--- config.mk ---
export PLATFORM = sky130hd
export DESIGN_NAME = fsk_tone_synth
export DESIGN_NICKNAME = d
export VERILOG_FILES = /design/src/rtl/fsk_pkg.sv /design/src/rtl/fsk_inc_table.sv /design/src/rtl/fsk_bit_timer.sv /design/src/rtl/fsk_wave_shaper.sv /design/src/rtl/fsk_tone_synth.sv
export SDC_FILE = /design/constraint.sdc
export NUM_CORES = 1
export LEC_CHECK = 0
export BUFFER_PORTS_ARGS = -buffer_cell sky130_fd_sc_hd__buf_2
export CORE_ASPECT_RATIO = 2
export CORE_MARGIN = 4
export CORE_UTILIZATION = 52
export DETAILED_ROUTE_END_ITERATION = 10
export PLACE_DENSITY = 0.77
export SYNTH_ARGS = -nofsm -noshare
export SYNTH_HDL_FRONTEND = slang
export SYNTH_SLANG_ARGS = --single-unit
--- constraint.sdc ---
create_clock -name clk -period 16.3 [get_ports clk]
set_input_delay 0.815 -clock clk [delete_from_list [all_inputs] [get_ports clk]]
set_output_delay 0.815 -clock clk [all_outputs]
set_load 0.01 [all_outputs]
--- src/rtl/fsk_pkg.sv ---
package fsk_pkg;

    localparam int N_CARRIER = 8;
    localparam int N_BAUD    = 4;

    typedef enum logic [1:0] {
        ST_FREE,
        ST_CLK_HIGH,
        ST_CLK_LOW
    } timer_state_t;

    function automatic longint carrier_hz(input int idx);
        case (idx)
            0:       return 64'd60000;
            1:       return 64'd66000;
            2:       return 64'd72000;
            3:       return 64'd76000;
            4:       return 64'd82050;
            5:       return 64'd86000;
            6:       return 64'd110000;
            default: return 64'd132500;
        endcase
    endfunction

    function automatic longint baud_hz(input int idx);
        return 64'd600 << idx;
    endfunction

    // Spacing is halved only when the result stays at or above 600 Hz.
    function automatic longint spacing_hz(input int b, input int d);
        if (d == 0 && b != 0)
            return baud_hz(b) / 2;
        return baud_hz(b);
    endfunction

    function automatic longint tone_hz(input int c, input int b, input int d, input int bit_v);
        longint half;
        half = spacing_hz(b, d) / 2;
        if (bit_v != 0)
            return carrier_hz(c) - half;
        return carrier_hz(c) + half;
    endfunction

    function automatic longint phase_step(input longint f, input longint clk_hz, input int pw);
        return ((f << pw) + clk_hz / 2) / clk_hz;
    endfunction

    function automatic longint bit_period(input longint clk_hz, input int b);
        return (clk_hz + baud_hz(b) / 2) / baud_hz(b);
    endfunction

endpackage

--- src/rtl/fsk_inc_table.sv ---
module fsk_inc_table
    import fsk_pkg::*;
#(
    parameter longint CLK_HZ  = 16_000_000,
    parameter int     PHASE_W = 24
) (
    input  logic [2:0]         carrier_sel,
    input  logic [1:0]         baud_sel,
    input  logic               dev_sel,
    input  logic               tone_bit,
    output logic [PHASE_W-1:0] inc
);
    localparam int N_ENTRY = N_CARRIER * N_BAUD * 4;

    logic [PHASE_W-1:0] tbl [N_ENTRY];

    for (genvar c = 0; c < N_CARRIER; c++) begin : g_car
        for (genvar b = 0; b < N_BAUD; b++) begin : g_baud
            for (genvar d = 0; d < 2; d++) begin : g_dev
                for (genvar t = 0; t < 2; t++) begin : g_bit
                    localparam longint STEP = phase_step(tone_hz(c, b, d, t), CLK_HZ, PHASE_W);
                    assign tbl[((c * N_BAUD + b) * 2 + d) * 2 + t] = PHASE_W'(STEP);
                end
            end
        end
    end

    assign inc = tbl[{carrier_sel, baud_sel, dev_sel, tone_bit}];

endmodule

--- src/rtl/fsk_bit_timer.sv ---
module fsk_bit_timer
    import fsk_pkg::*;
#(
    parameter longint CLK_HZ = 16_000_000
) (
    input  logic       clk,
    input  logic       rst_n,
    input  logic       sync_mode,
    input  logic [1:0] baud_sel,
    input  logic       tx_bit,
    output logic       bit_clk,
    output logic       held_bit
);
    localparam int CNT_W = $clog2(bit_period(CLK_HZ, 0) + 1);

    logic [CNT_W-1:0] per_tbl [N_BAUD];
    logic [CNT_W-1:0] hi_tbl  [N_BAUD];

    for (genvar b = 0; b < N_BAUD; b++) begin : g_len
        localparam longint PER = bit_period(CLK_HZ, b);
        assign per_tbl[b] = CNT_W'(PER);
        assign hi_tbl[b]  = CNT_W'(PER / 2);
    end

    timer_state_t     state, state_n;
    logic [CNT_W-1:0] cnt, cnt_n;
    logic [CNT_W-1:0] hi_len, lo_len;
    logic             capture;

    assign hi_len = hi_tbl[baud_sel];
    assign lo_len = per_tbl[baud_sel] - hi_tbl[baud_sel];

    always_comb begin
        state_n = state;
        cnt_n   = cnt + 1'b1;
        unique case (state)
            ST_FREE: begin
                cnt_n = '0;
                if (sync_mode)
                    state_n = ST_CLK_HIGH;
            end
            ST_CLK_HIGH: begin
                if (!sync_mode) begin
                    state_n = ST_FREE;
                    cnt_n   = '0;
                end else if (cnt >= hi_len - 1'b1) begin
                    state_n = ST_CLK_LOW;
                    cnt_n   = '0;
                end
            end
            ST_CLK_LOW: begin
                if (!sync_mode) begin
                    state_n = ST_FREE;
                    cnt_n   = '0;
                end else if (cnt >= lo_len - 1'b1) begin
                    state_n = ST_CLK_HIGH;
                    cnt_n   = '0;
                end
            end
            default: begin
                state_n = ST_FREE;
                cnt_n   = '0;
            end
        endcase
    end

    assign capture = (state_n == ST_CLK_HIGH) && (state != ST_CLK_HIGH);

    // State register
    always_ff @(posedge clk or negedge rst_n) begin
        if (!rst_n) begin
            state <= ST_FREE;
            cnt   <= '0;
        end else begin
            state <= state_n;
            cnt   <= cnt_n;
        end
    end

    // Outputs
    always_ff @(posedge clk or negedge rst_n) begin
        if (!rst_n)
            held_bit <= 1'b0;
        else if (capture)
            held_bit <= tx_bit;
    end

    assign bit_clk = (state == ST_CLK_HIGH);

endmodule

--- src/rtl/fsk_wave_shaper.sv ---
module fsk_wave_shaper #(
    parameter int PHASE_W = 24,
    parameter int SAMP_W  = 12
) (
    input  logic [PHASE_W-1:0]       phase,
    input  logic                     wave_sel,
    output logic signed [SAMP_W-1:0] sample
);
    localparam int F = SAMP_W - 1;
    localparam logic [2*F:0] PEAK = (2*F+1)'((1 << F) - 1);

    logic [F-1:0] p;
    logic [F:0]   comp;
    logic [2*F:0] prod;
    logic [2*F:0] scaled;
    logic [F-1:0] mag;
    logic         neg;

    assign neg    = phase[PHASE_W-1];
    assign p      = phase[PHASE_W-2 -: F];
    assign comp   = (F+1)'(1 << F) - {1'b0, p};
    assign prod   = {{(F+1){1'b0}}, p} * {{F{1'b0}}, comp};
    assign scaled = prod >> (F - 2);
    assign mag    = (scaled > PEAK) ? PEAK[F-1:0] : scaled[F-1:0];

    always_comb begin
        if (wave_sel)
            sample = neg ? -$signed({1'b0, PEAK[F-1:0]}) : $signed({1'b0, PEAK[F-1:0]});
        else
            sample = neg ? -$signed({1'b0, mag}) : $signed({1'b0, mag});
    end

endmodule

--- src/rtl/fsk_tone_synth.sv ---
module fsk_tone_synth #(
    parameter longint CLK_HZ  = 16_000_000,
    parameter int     PHASE_W = 24,
    parameter int     SAMP_W  = 12
) (
    input  logic                     clk,
    input  logic                     rst_n,
    input  logic [2:0]               carrier_sel,
    input  logic [1:0]               baud_sel,
    input  logic                     dev_sel,
    input  logic                     sync_mode,
    input  logic                     tx_bit,
    input  logic                     wave_sel,
    output logic                     bit_clk,
    output logic [PHASE_W-1:0]       phase_out,
    output logic signed [SAMP_W-1:0] wave_out
);
    logic               held_bit;
    logic               tone_bit;
    logic [PHASE_W-1:0] inc;
    logic [PHASE_W-1:0] acc;

    fsk_bit_timer #(.CLK_HZ(CLK_HZ)) u_timer (
        .clk       (clk),
        .rst_n     (rst_n),
        .sync_mode (sync_mode),
        .baud_sel  (baud_sel),
        .tx_bit    (tx_bit),
        .bit_clk   (bit_clk),
        .held_bit  (held_bit)
    );

    assign tone_bit = sync_mode ? held_bit : tx_bit;

    fsk_inc_table #(.CLK_HZ(CLK_HZ), .PHASE_W(PHASE_W)) u_table (
        .carrier_sel (carrier_sel),
        .baud_sel    (baud_sel),
        .dev_sel     (dev_sel),
        .tone_bit    (tone_bit),
        .inc         (inc)
    );

    always_ff @(posedge clk or negedge rst_n) begin
        if (!rst_n)
            acc <= '0;
        else
            acc <= acc + inc;
    end

    assign phase_out = acc;

    fsk_wave_shaper #(.PHASE_W(PHASE_W), .SAMP_W(SAMP_W)) u_shape (
        .phase    (acc),
        .wave_sel (wave_sel),
        .sample   (wave_out)
    );

endmodule

### Word-level counts from Yosys, hierarchy flattened

Memories as Yosys holds them, arrays and structs flattened.
Index checks and enable logic that the tools add are counted.

* word-level logic and storage cells: 50
* register bits after elaboration: 42
* output and inout port bits: 37
* memories kept: 1
* ROM bits: 3072
* input port bits: 11

Memories
* (no name shown): depth 128, width 24, read ports 1, clocked after memory_dff 0, wr ports 0, line fsk_inc_table.sv:28 `assign inc = tbl[{carrier_sel, baud_sel, dev_sel, tone_bit}];`

* reductions and logical operators: 2
* $add $sub $neg: 7
* multiplexer cells: 24
* magnitude comparators: 5
* equal/unequal tests: 4
* bitwise gates (word level): 2
* $mul: 1

Operators by type and width (number)
* $mux W15: 8
* $bmux W15 S2: 2
* $mux W24: 2
* $mux W12: 3
* $ge A15 B15 Y1: 2
* $pmux W15 S2: 1
* $sub A15 B1 Y15 const B: 2
* $add A24 B24 Y24: 1
* $mul A11 B12 Y23: 1
* $add A15 B1 Y15 const B: 1
* $sub A15 B15 Y15: 1
* $gt A14 B11 Y1 const B: 1
* $neg A11 Y12: 1
* $sub A12 B11 Y12 const A: 1
* $mux W11: 1
* $mux W2: 5
* $ge A8 B8 Y1 const B: 1
* $not A7 Y8: 1
* $pmux W2 S3: 1
* $eq A2 B1 Y1 const B: 2
* $ge A3 B3 Y1 const B: 1
* $not A2 Y3: 1
* $eq A2 B2 Y1 const B: 1
* $logic_not A2 Y1: 1
* 3 further kinds: 3

### Longest topological paths before layout

Gate-level depths: netlist (run 1).

* depth after elaboration: 12
* gate-level depth with buffers: 33
* mapped depth without buffers: 31

### Cells and area by module

A second synthesis (run 1) with hierarchy kept.

* cell total of the unflattened synthesis: 1255
* area, all modules: 10480.1 µm²

By module, submodules not included
* fsk_wave_shaper: instances 1, area an instance 5084.9 µm², cells an instance 597, seq. area each 0.0 µm²
* fsk_tone_synth: instances 1, area an instance 1845.5 µm², cells an instance 191, seq. area each 600.6 µm²
* fsk_inc_table: instances 1, area an instance 1805.5 µm², cells an instance 279, seq. area each 0.0 µm²
* fsk_bit_timer: instances 1, area an instance 1744.2 µm², cells an instance 188, seq. area each 450.4 µm²

### Least setup slack after synthesis (run 1)

Ideal clock, no wire load.

* kind: reg-to-output
* from: register acc[16] (netlist: phase_out[16])
* to: output port wave_out[10]
* buffers on the path: 2
* data required time: 15485 ps
* slack: 7503 ps
* stages on the path, launching flop included: 32
* arrival time: 7982 ps
* cells stage by stage: dfrtp_1 or3_1 or4_1 nor4_1 ha_1 nand2b_1 fa_1 inv_1 fa_1 fa_1 fa_1 inv_1 fa_1 inv_1 ha_1 buf_6 and3_4 and3_4 o211a_1 or2_1 buf_6 o32ai_2 xor2_2 nand2_2 a21oi_1 ha_1 inv_1 a21oi_1 nor4b_1 nand4_1 mux2_1 a211oi_2

* word-level cells in the longest chain between the ends: 7

Ends and longest elaborated chain
* from (decl): line fsk_tone_synth.sv:21 `logic [PHASE_W-1:0] acc;`
* from (signal assigned): line fsk_tone_synth.sv:47 `acc <= acc + inc;`
* $sub A12 B11 Y12: line fsk_wave_shaper.sv:21 `assign comp = (F+1)'(1 << F) - {1'b0, p};`
* $mul A11 B12 Y23 *: line fsk_wave_shaper.sv:22 `assign prod = {{(F+1){1'b0}}, p} * {{F{1'b0}}, comp};`
* $gt A14 B11 Y1: line fsk_wave_shaper.sv:24 `assign mag = (scaled > PEAK) ? PEAK[F-1:0] : scaled[F-1:0];`
* $mux W11 *: line fsk_wave_shaper.sv:24
* $neg A11 Y12: line fsk_wave_shaper.sv:30 `sample = neg ? -$signed({1'b0, mag}) : $signed({1'b0, mag});`
* $mux W12 *: line fsk_wave_shaper.sv:30
* $mux W12 *: line fsk_wave_shaper.sv:27 `if (wave_sel)`
* to (decl): line fsk_tone_synth.sv:16 `output logic signed [SAMP_W-1:0] wave_out`

Mark *: on every way between the ends. The rest lies on a longest branch, timed or not.

### Final worst setup path (run 1)

* from: register acc[15] (netlist: phase_out[15])
* to: output port wave_out[8]

The elaborated chain is that of the path after synthesis.

==> results of run 1 <==
[synth_stat cells (18+ instances only)]
| cell type | number |
|---|---|
| a21oi_1 | 79 |
| nor2b_1 | 42 |
| fa_1 | 89 |
| and2_1 | 21 |
| ha_1 | 133 |
| clkbuf_1 | 43 |
| nand3_1 | 30 |
| inv_1 | 132 |
| nand2b_1 | 41 |
| xnor2_1 | 28 |
| nor3_1 | 18 |
| dfrtp_1 | 42 |
| o21ai_0 | 64 |
| nor2_1 | 120 |
| nand2_1 | 83 |
| xor2_1 | 18 |
[placed cells by master, fill, tap and decap left out, drive strengths merged, types with 15 or more instances in the layout]
cell	n
a21o	18
a31oi	15
inv	132
o211ai	15
fa	89
nand3	30
ha	133
nand2b	41
nand2	84
and2	23
nor2b	42
xor2	19
a21oi	81
dfrtp	42
nor2	120
xnor2	28
buf	50
o21ai	64
nor3	19
[area by class of cell]
cell class / instances / area [µm²]
repair buffers: 50 / 258
inverters: 136 / 510
fillers: 1742 / 8350
clock buffers: 6 / 139
multi-input cells: 1007 / 8110
clock inverters: 2 / 12.5
well taps: 255 / 319
flip-flops and latches: 42 / 1050
[through the flow]
step                instances  util, %
floorplan                1239        -
global placement         1490     54.7
detailed placement       1490     54.7
CTS                      1498     55.5
global route             1498     55.5
finish                   1498     55.5
[routing by layer]
metal  up-vias  global-route usage, %
li1       4257                      -
met1      4435                   24.9
met2       316                   50.3
met3       129                   1.97
met4         0                   18.2
met5         -                      0
[sequential cells by signal, indices dropped and copies added, names as in the netlist]
signal	count
u_timer.held_bit	1
u_timer.state	2
u_timer.cnt	15
phase_out	24
[cells by family after synthesis]
family | count (synthesis) | synth area share (%)
other cells | 2 | 0.0761
flops | 42 | 10.7
compound gates | 299 | 20.2
fa+ha+maj | 223 | 35.0
simple gates | 412 | 20.8
buf+inv | 190 | 7.52
mux | 14 | 1.46
xor+xnor | 47 | 4.25
[path summary, 6_finish.rpt]
path / end / slack (ns) / cells past startpoint
min in group asynchronous: u_timer.cnt[6] / 0.69 / 1
max in group asynchronous: phase_out[11] / 14.94 / 1
hold / removal: phase_out[0] / 0.52 / 1
setup / recovery: wave_out[8] / 6.38 / 29
setup reg to reg: phase_out[16] / 11.06 / 21
hold reg to reg: phase_out[0] / 0.52 / 1
[worst max-delay path: cells and delay by family (launching register included)]
family / cells / cell delay, ns
adders and majority gates: 8 / 3.60
and+or+nand+nor: 9 / 2.80
xor gates and xnor gates: 1 / 0.27
buffers and inverters: 5 / 0.39
DFF: 1 / 0.58
AOI/OAI and AO/OA: 6 / 1.15
==> results.ini, run 1 <==
[synthesis]
synth_edf_count=0
synth_area_um2=9860
synthArstFlopShare_pct=100
ys_seq_elements=42
ys_seq_area_share_pct=10.7
yosys_warnings=0
synthFlopType=dfrtp_1
synth_top_cell_area_share_pct=18.1
ys_types=80
synth.area.top_cells=fa_1 (18%), ha_1 (17%), dfrtp_1 (11%)
synthCells=1229
syn_avg_cell_area_um2=8.03
yosysTopAreaCell=fa_1

[floorplanning]
start_util_pct=52.6
ios=48
chipHeight_um=203
dieArea_um2=21400
chipWidth_um=105
core.rowCount=71
core_um2=18700

[drt]
drtAntennaViolNets=0
detail_route.wl_per_cell_um=18.4
wl_met2_um=15400
drc=0
drt_first_pass_iters=8
wl_um=27600
dr.max_layer_used=met4
vias=9137
vias_per_cell=6.10
drt_iter0_drc=460
met3_length_um=992
wl_met1_um=9180

[setup_path]
crit_type=flip-flop to primary output
r2r-start=u_timer.held_bit
crit_path_max_fanout=17
worstPathRequired_ns=15.49
cpPeakStageDelay_ns=0.58
worstPathArrival_ns=9.10
cpMaxStageDelayCell=dfrtp_1
cp-end-kind=primary output
cp-start-kind=flip-flop
cp_common_cell=fa_1
crit_start=phase_out[15]

[global_routing]
grt_pass1_wl_um=45000
track_usage_pct=25.9
antenna_found_initial=0
grt_max_degree=59
grt_overflow=0
grt_pass1_vias=9314

[timing]
finalCritPeriodShare_pct=60.9
skew_ns=0.00383
slew_violations=0
rsz0062_at_grt=false
hold_violations=0
worst_slack_ns=6.38
hold-worst-slack_ns=0.520
post-route-min-period_ns=9.92
worstMarginPinSlew_ns=1.05
tns_ns=0
setup_viol=0
fmax_ghz=0.101
relSlewSlack_pct=30.0

[place]
io_buffer_count=47
gp_congestion=0.983
dpl.hpwl_um=22200
place_area_um2=10200
post-place-ws_ns=6.75

[clock_network]
postCtsHoldBufs=0
clk_latency_ns=0.30
clockRootBuffer=clkbuf_16
cts-buffers-inserted=5
cts.sinks=42
postCtsSetupRepairBufs=0
cts_buffer_depth=2
cts_tree=built
cts.htree.levels=2
postCtsResizedCells=0
clk_pin_slew_ns=0.07

[finish]
final_cell_area_um2=10400
nets=1475
area_delta_synth_final_pct=5.42
diodes=0
drive_above_1_share_pct=6.60

[outcome]
status=completed

[flow_run]
maxCapViolCount=0

[worst_hold_path]
hp-start=phase_out[0]
hp-class=flip-flop to flip-flop

Power of run 1 is not shown: default switching activity piles up to over one toggle a cycle in this logic, so the estimate is an artifact.
==> run 2: changes to the inputs <==
==> constraint.sdc (replaced) <==
create_clock -name clk -period 9.65 [get_ports clk]
set_input_delay 0.4825 -clock clk [delete_from_list [all_inputs] [get_ports clk]]
set_output_delay 0.4825 -clock clk [all_outputs]
set_load 0.01 [all_outputs]
==> run 2 against run 1 <==
Hold slack worse by 0.17 ns. Register-to-register slack worse by 6.4 ns. Non-clock buffer count is 12 higher. Clock skew is 0.0055 ns higher. Routed wire length is 1.2% lower.
==> results.ini, run 2 (synthesis results as in run 1) <==
[outcome]
status=completed

[setup_path]
crit_path_max_fanout=9  ; -8
r2r_slack_ns=4.63  ; -6.43 ns
cp_common_cell=fa_1
worstPathRequired_ns=9.17  ; -6.32 ns
cp-end-kind=primary output
crit_type=flip-flop to primary output
cpPeakStageDelay_ns=0.57  ; about the same
cp-start-kind=flip-flop
worstPathArrival_ns=8.73  ; -0.37 ns
cpMaxStageDelayCell=fa_1

[timing]
worst_slack_ns=0.436  ; -5.95 ns
finalCritPeriodShare_pct=95.5
fmax_ghz=0.109
setup_viol=0  ; unchanged
slew_violations=0  ; unchanged
rsz0062_at_grt=false
tns_ns=0  ; unchanged
hold_violations=0  ; unchanged
worstMarginPinSlew_ns=1.01  ; -0.0362 ns
post-route-min-period_ns=9.21
relSlewSlack_pct=32.4  ; +2.4 points
skew_ns=0.00938  ; +0.00555 ns

[floorplanning]
start_util_pct=52.6  ; unchanged
chipHeight_um=203  ; unchanged
ios=48  ; unchanged
dieArea_um2=21400  ; unchanged
core.rowCount=71  ; unchanged
chipWidth_um=105  ; unchanged
core_um2=18700  ; unchanged

[global_routing]
grt_overflow=0  ; unchanged
met2_usage_pct=50.1  ; -0.18 points
grtUsageMet3_pct=1.88  ; -0.095 points
track_usage_pct=25.9  ; about the same
grt.busiest_layer=met2
grt_pass1_wl_um=44700  ; -0.49%
antenna_found_initial=0  ; unchanged
grt_pass1_vias=9353  ; +0.42%
grt_max_degree=59  ; unchanged
met1_usage_pct=25.2  ; +0.26 points

[finish]
mostFrequentLayoutCells=inv_1 (132), ha_1 (130), nor2_1 (120)
final_common_cell=inv_1
diodes=0  ; unchanged
largest_reg_flops=24  ; unchanged
drive_above_1_share_pct=7.97  ; +1.4 points
area_delta_synth_final_pct=6.80
nets=1487  ; +0.81%
fillerInstances=1739  ; -0.17%

[clock_network]
clk_pin_slew_ns=0.07  ; about the same
cts.sinks=42  ; unchanged
postCtsHoldBufs=0  ; unchanged
cts_tree=built
cts-buffers-inserted=5  ; unchanged
cts_buffer_depth=2  ; unchanged
cts.htree.levels=2  ; unchanged
clk_latency_ns=0.30  ; about the same
clockRootBuffer=clkbuf_16

[drt]
drt_iter0_drc=483  ; +5.0%
vias=9129  ; -0.088%
drc=0  ; unchanged
detail_route.wl_per_cell_um=18.1  ; -2.0%
drt_first_pass_iters=5  ; -3
wl_um=27300  ; -1.2%
vias_per_cell=6.05  ; -0.88%
drtAntennaViolNets=0  ; unchanged

[worst_hold_path]
hp-class=primary input to asynchronous set/reset pin

[place]
post-place-ws_ns=0.661  ; -6.09 ns
io_buffer_count=47  ; unchanged
dpl.hpwl_um=21900  ; -1.4%
gp_congestion=0.983  ; about the same

[flow_run]
maxCapViolCount=0  ; unchanged

[run 2: changes by cell type in the layout (fill, tap and decap cells not counted), moves of 2 or more]
cell | before | now
buf_4 | 3 | 15
ha_1 | 133 | 130
ha_2 | 0 | 3
nor4_1 | 11 | 9
nor4_2 | 0 | 2
[run 2: critical path, delay by kind of cell, from the launching register on]
kind / cells / cell delay, ns
AOI/OAI and AO/OA: 5 / 0.95
and+or+nand+nor: 10 / 2.56
xor gates and xnor gates: 1 / 0.28
adders and majority gates: 8 / 3.50
buffers and inverters: 5 / 0.40
DFF: 1 / 0.38
muxes: 1 / 0.35
[run 2: through the flow]
step / std cells / hold slack [ns] / utilization, % / instance area (µm²)
5_1_grt: 1510 / 0.417 / 56.2 / 10500
3_5_place_dp: 1497 / 0.494 / 54.9 / 10300
2_1_floorplan: 1239 / 0.187 / - / 9900
3_3_place_gp: 1497 / 0.491 / 54.9 / 10300
6_report: 1510 / 0.346 / 56.2 / 10500
4_1_cts: 1505 / 0.412 / 55.8 / 10500
[run 2: final timing paths]
check | start | cells past startpoint | end
max | phase_out[16] | 30 | wave_out[10]
min | rst_n | 1 | u_timer.cnt[2]
max reg2reg | u_timer.held_bit | 21 | phase_out[16]
min reg2reg | phase_out[0] | 1 | phase_out[0]
max in group asynchronous | rst_n | 1 | phase_out[4]
min in group clk | tx_bit | 2 | u_timer.held_bit
[run 2: cell type report]
type | instances | area (µm²) | share of cell area [%]
multi-input cells | 1007 | 8140 | 77.2
clock inverters | 2 | 37.5 | 0.356
inverters | 136 | 514 | 4.88
well taps | 255 | 319 | 3.03
flip-flops and latches | 42 | 1050 | 9.98
clock buffers | 6 | 129 | 1.22
repair buffers | 62 | 348 | 3.30
[run 2: repair_timing]
action / CTS / global route
gates resized for setup: 0 / 7
hold endpoints to repair: 0 / 0
setup buffers: 0 / 5
setup endpoints to repair: 0 / 3
[run 2: metal layers]
layer | share of wire, % | vias to the layer above
met3 | 3.7 | 132
met4 | 7.6 | 0
met2 | 55 | 345
met1 | 33 | 4372
met5 | 0 | -
li1 | - | 4280
Power of run 2 is left out for the same reason.
==> run 3: changes to the inputs <==
==> constraint.sdc (replaced) <==
create_clock -name clk -period 11.7 [get_ports clk]
set_input_delay 0.585 -clock clk [delete_from_list [all_inputs] [get_ports clk]]
set_output_delay 0.585 -clock clk [all_outputs]
set_load 0.01 [all_outputs]
==> run 3 against run 2 <==
Register-to-register slack better by 2.0 ns. Design area is 1.3% lower. Hold slack better by 0.11 ns. Critical path depth is 1 lower. Clock-buffer cell count stayed put. Cell count is 0.79% lower.
==> results.ini, run 3 (synthesis results as in run 1) <==
[outcome]
status=completed

[floorplanning]
start_util_pct=52.6  ; unchanged
dieArea_um2=21400  ; unchanged
chipWidth_um=105  ; unchanged
ios=48  ; unchanged
core_um2=18700  ; unchanged
core.rowCount=71  ; unchanged
chipHeight_um=203  ; unchanged

[finish]
seq_area_um2=1050  ; unchanged
drive_above_1_share_pct=6.60  ; -1.4 points
mostFrequentLayoutCells=ha_1 (133), inv_1 (132), nor2_1 (120)
final_common_cell=ha_1
area_delta_synth_final_pct=5.42
nets=1475  ; -0.81%
largest_reg_flops=24  ; unchanged
multi_input_area_um2=8110  ; -0.34%
fillerInstances=1778  ; +2.2%
diodes=0  ; unchanged

[setup_path]
crit_cells=29  ; -3.3%
cp-start-kind=flip-flop
crit_path_max_fanout=17  ; +8
worstPathArrival_ns=9.09  ; +0.36 ns
worst-path-buf-inv=5  ; unchanged
cp_common_cell=fa_1
cp-end-kind=primary output
cpPeakStageDelay_ns=0.58  ; about the same
r2r_cells=21  ; unchanged
worstPathRequired_ns=11.12  ; +1.95 ns
crit_type=flip-flop to primary output
cpMaxStageDelayCell=dfrtp_1
cp_top_family=adder cells

[drt]
drtAntennaViolNets=0  ; unchanged
detail_route.wl_per_cell_um=18.3  ; +1.0%
vias=9005  ; -1.4%
wl_um=27400  ; +0.24%
dr.max_layer_used=met4
drc=0  ; unchanged
drt_iter0_drc=510  ; +5.6%
vias_per_cell=6.01  ; -0.57%
drt_first_pass_iters=5  ; unchanged
met3_length_um=979  ; -4.2%
wl_met1_um=9240  ; +1.3%
wl_met2_um=15200  ; +0.54%

[global_routing]
antenna_found_initial=0  ; unchanged
grt_max_degree=59  ; unchanged
grt_overflow=0  ; unchanged
grt_pass1_vias=9285  ; -0.73%
track_usage_pct=25.8  ; -0.097 points
grt_pass1_wl_um=44800  ; about the same

[clock_network]
cts_buffer_depth=2  ; unchanged
postCtsResizedCells=0  ; unchanged
cts.htree.levels=2  ; unchanged
cts-buffers-inserted=5  ; unchanged
clockRootBuffer=clkbuf_16
clk_latency_ns=0.29  ; about the same
postCtsSetupRepairBufs=0  ; unchanged
postCtsHoldBufs=0  ; unchanged
cts.sinks=42  ; unchanged
clk_pin_slew_ns=0.07  ; about the same
cts_tree=built

[place]
post-place-ws_ns=2.39  ; +1.72 ns
dpl.hpwl_um=21800  ; -0.45%
io_buffer_count=47  ; unchanged
gp_congestion=0.985  ; +0.27%

[timing]
post-route-min-period_ns=9.67
hold_violations=0  ; unchanged
tns_ns=0  ; unchanged
fmax_ghz=0.103
slew_violations=0  ; unchanged
worst_slack_ns=2.03  ; +1.59 ns
rsz0062_at_grt=false
skew_ns=0.00392  ; -0.00545 ns
worstMarginPinSlew_ns=1.04  ; +0.0273 ns
finalCritPeriodShare_pct=82.7
relSlewSlack_pct=30.6  ; -1.8 points
setup_viol=0  ; unchanged

[worst_hold_path]
hp-class=primary input to asynchronous set/reset pin

[flow_run]
maxCapViolCount=0  ; unchanged

-- run 3: final timing paths --
| path | end | from | slack, ns |
|---|---|---|---|
| hold reg to reg | phase_out[0] | phase_out[0] | 0.52 |
| hold / removal | u_timer.cnt[0] | rst_n | 0.46 |
| setup / recovery | wave_out[8] | phase_out[15] | 2.03 |
| setup reg to reg | phase_out[16] | u_timer.held_bit | 6.66 |
| min in group clk | phase_out[0] | phase_out[0] | 0.52 |
| max in group asynchronous | phase_out[11] | rst_n | 10.58 |
-- run 3: routing by layer --
layer	GRT usage (%)	vias up
met1	25.4	4311
met2	50.0	325
met3	1.53	111
met4	17.8	0
met5	0	-
li1	-	4258
-- run 3: final cells by class --
class	instances	share of cell area (%)
Clock buffer	6	1.34
Clock inverter	2	0.120
Inverter	136	4.91
Multi-Input combinational cell	1007	78.0
Sequential cell	42	10.1
Tap cell	255	3.07
Timing Repair Buffer	50	2.48
-- run 3: stage by stage --
| stage | instance area, µm² | utilization, % | cells | hold slack (ns) |
|---|---|---|---|---|
| detailed placement | 10200 | 54.7 | 1490 | 0.504 |
| CTS | 10400 | 55.5 | 1498 | 0.519 |
| floorplan | 9900 | - | 1239 | 0.289 |
| global route | 10400 | 55.5 | 1498 | 0.537 |
| finish | 10400 | 55.5 | 1498 | 0.457 |
| global placement | 10200 | 54.7 | 1490 | 0.489 |
Power of run 3 is left out for the same reason.
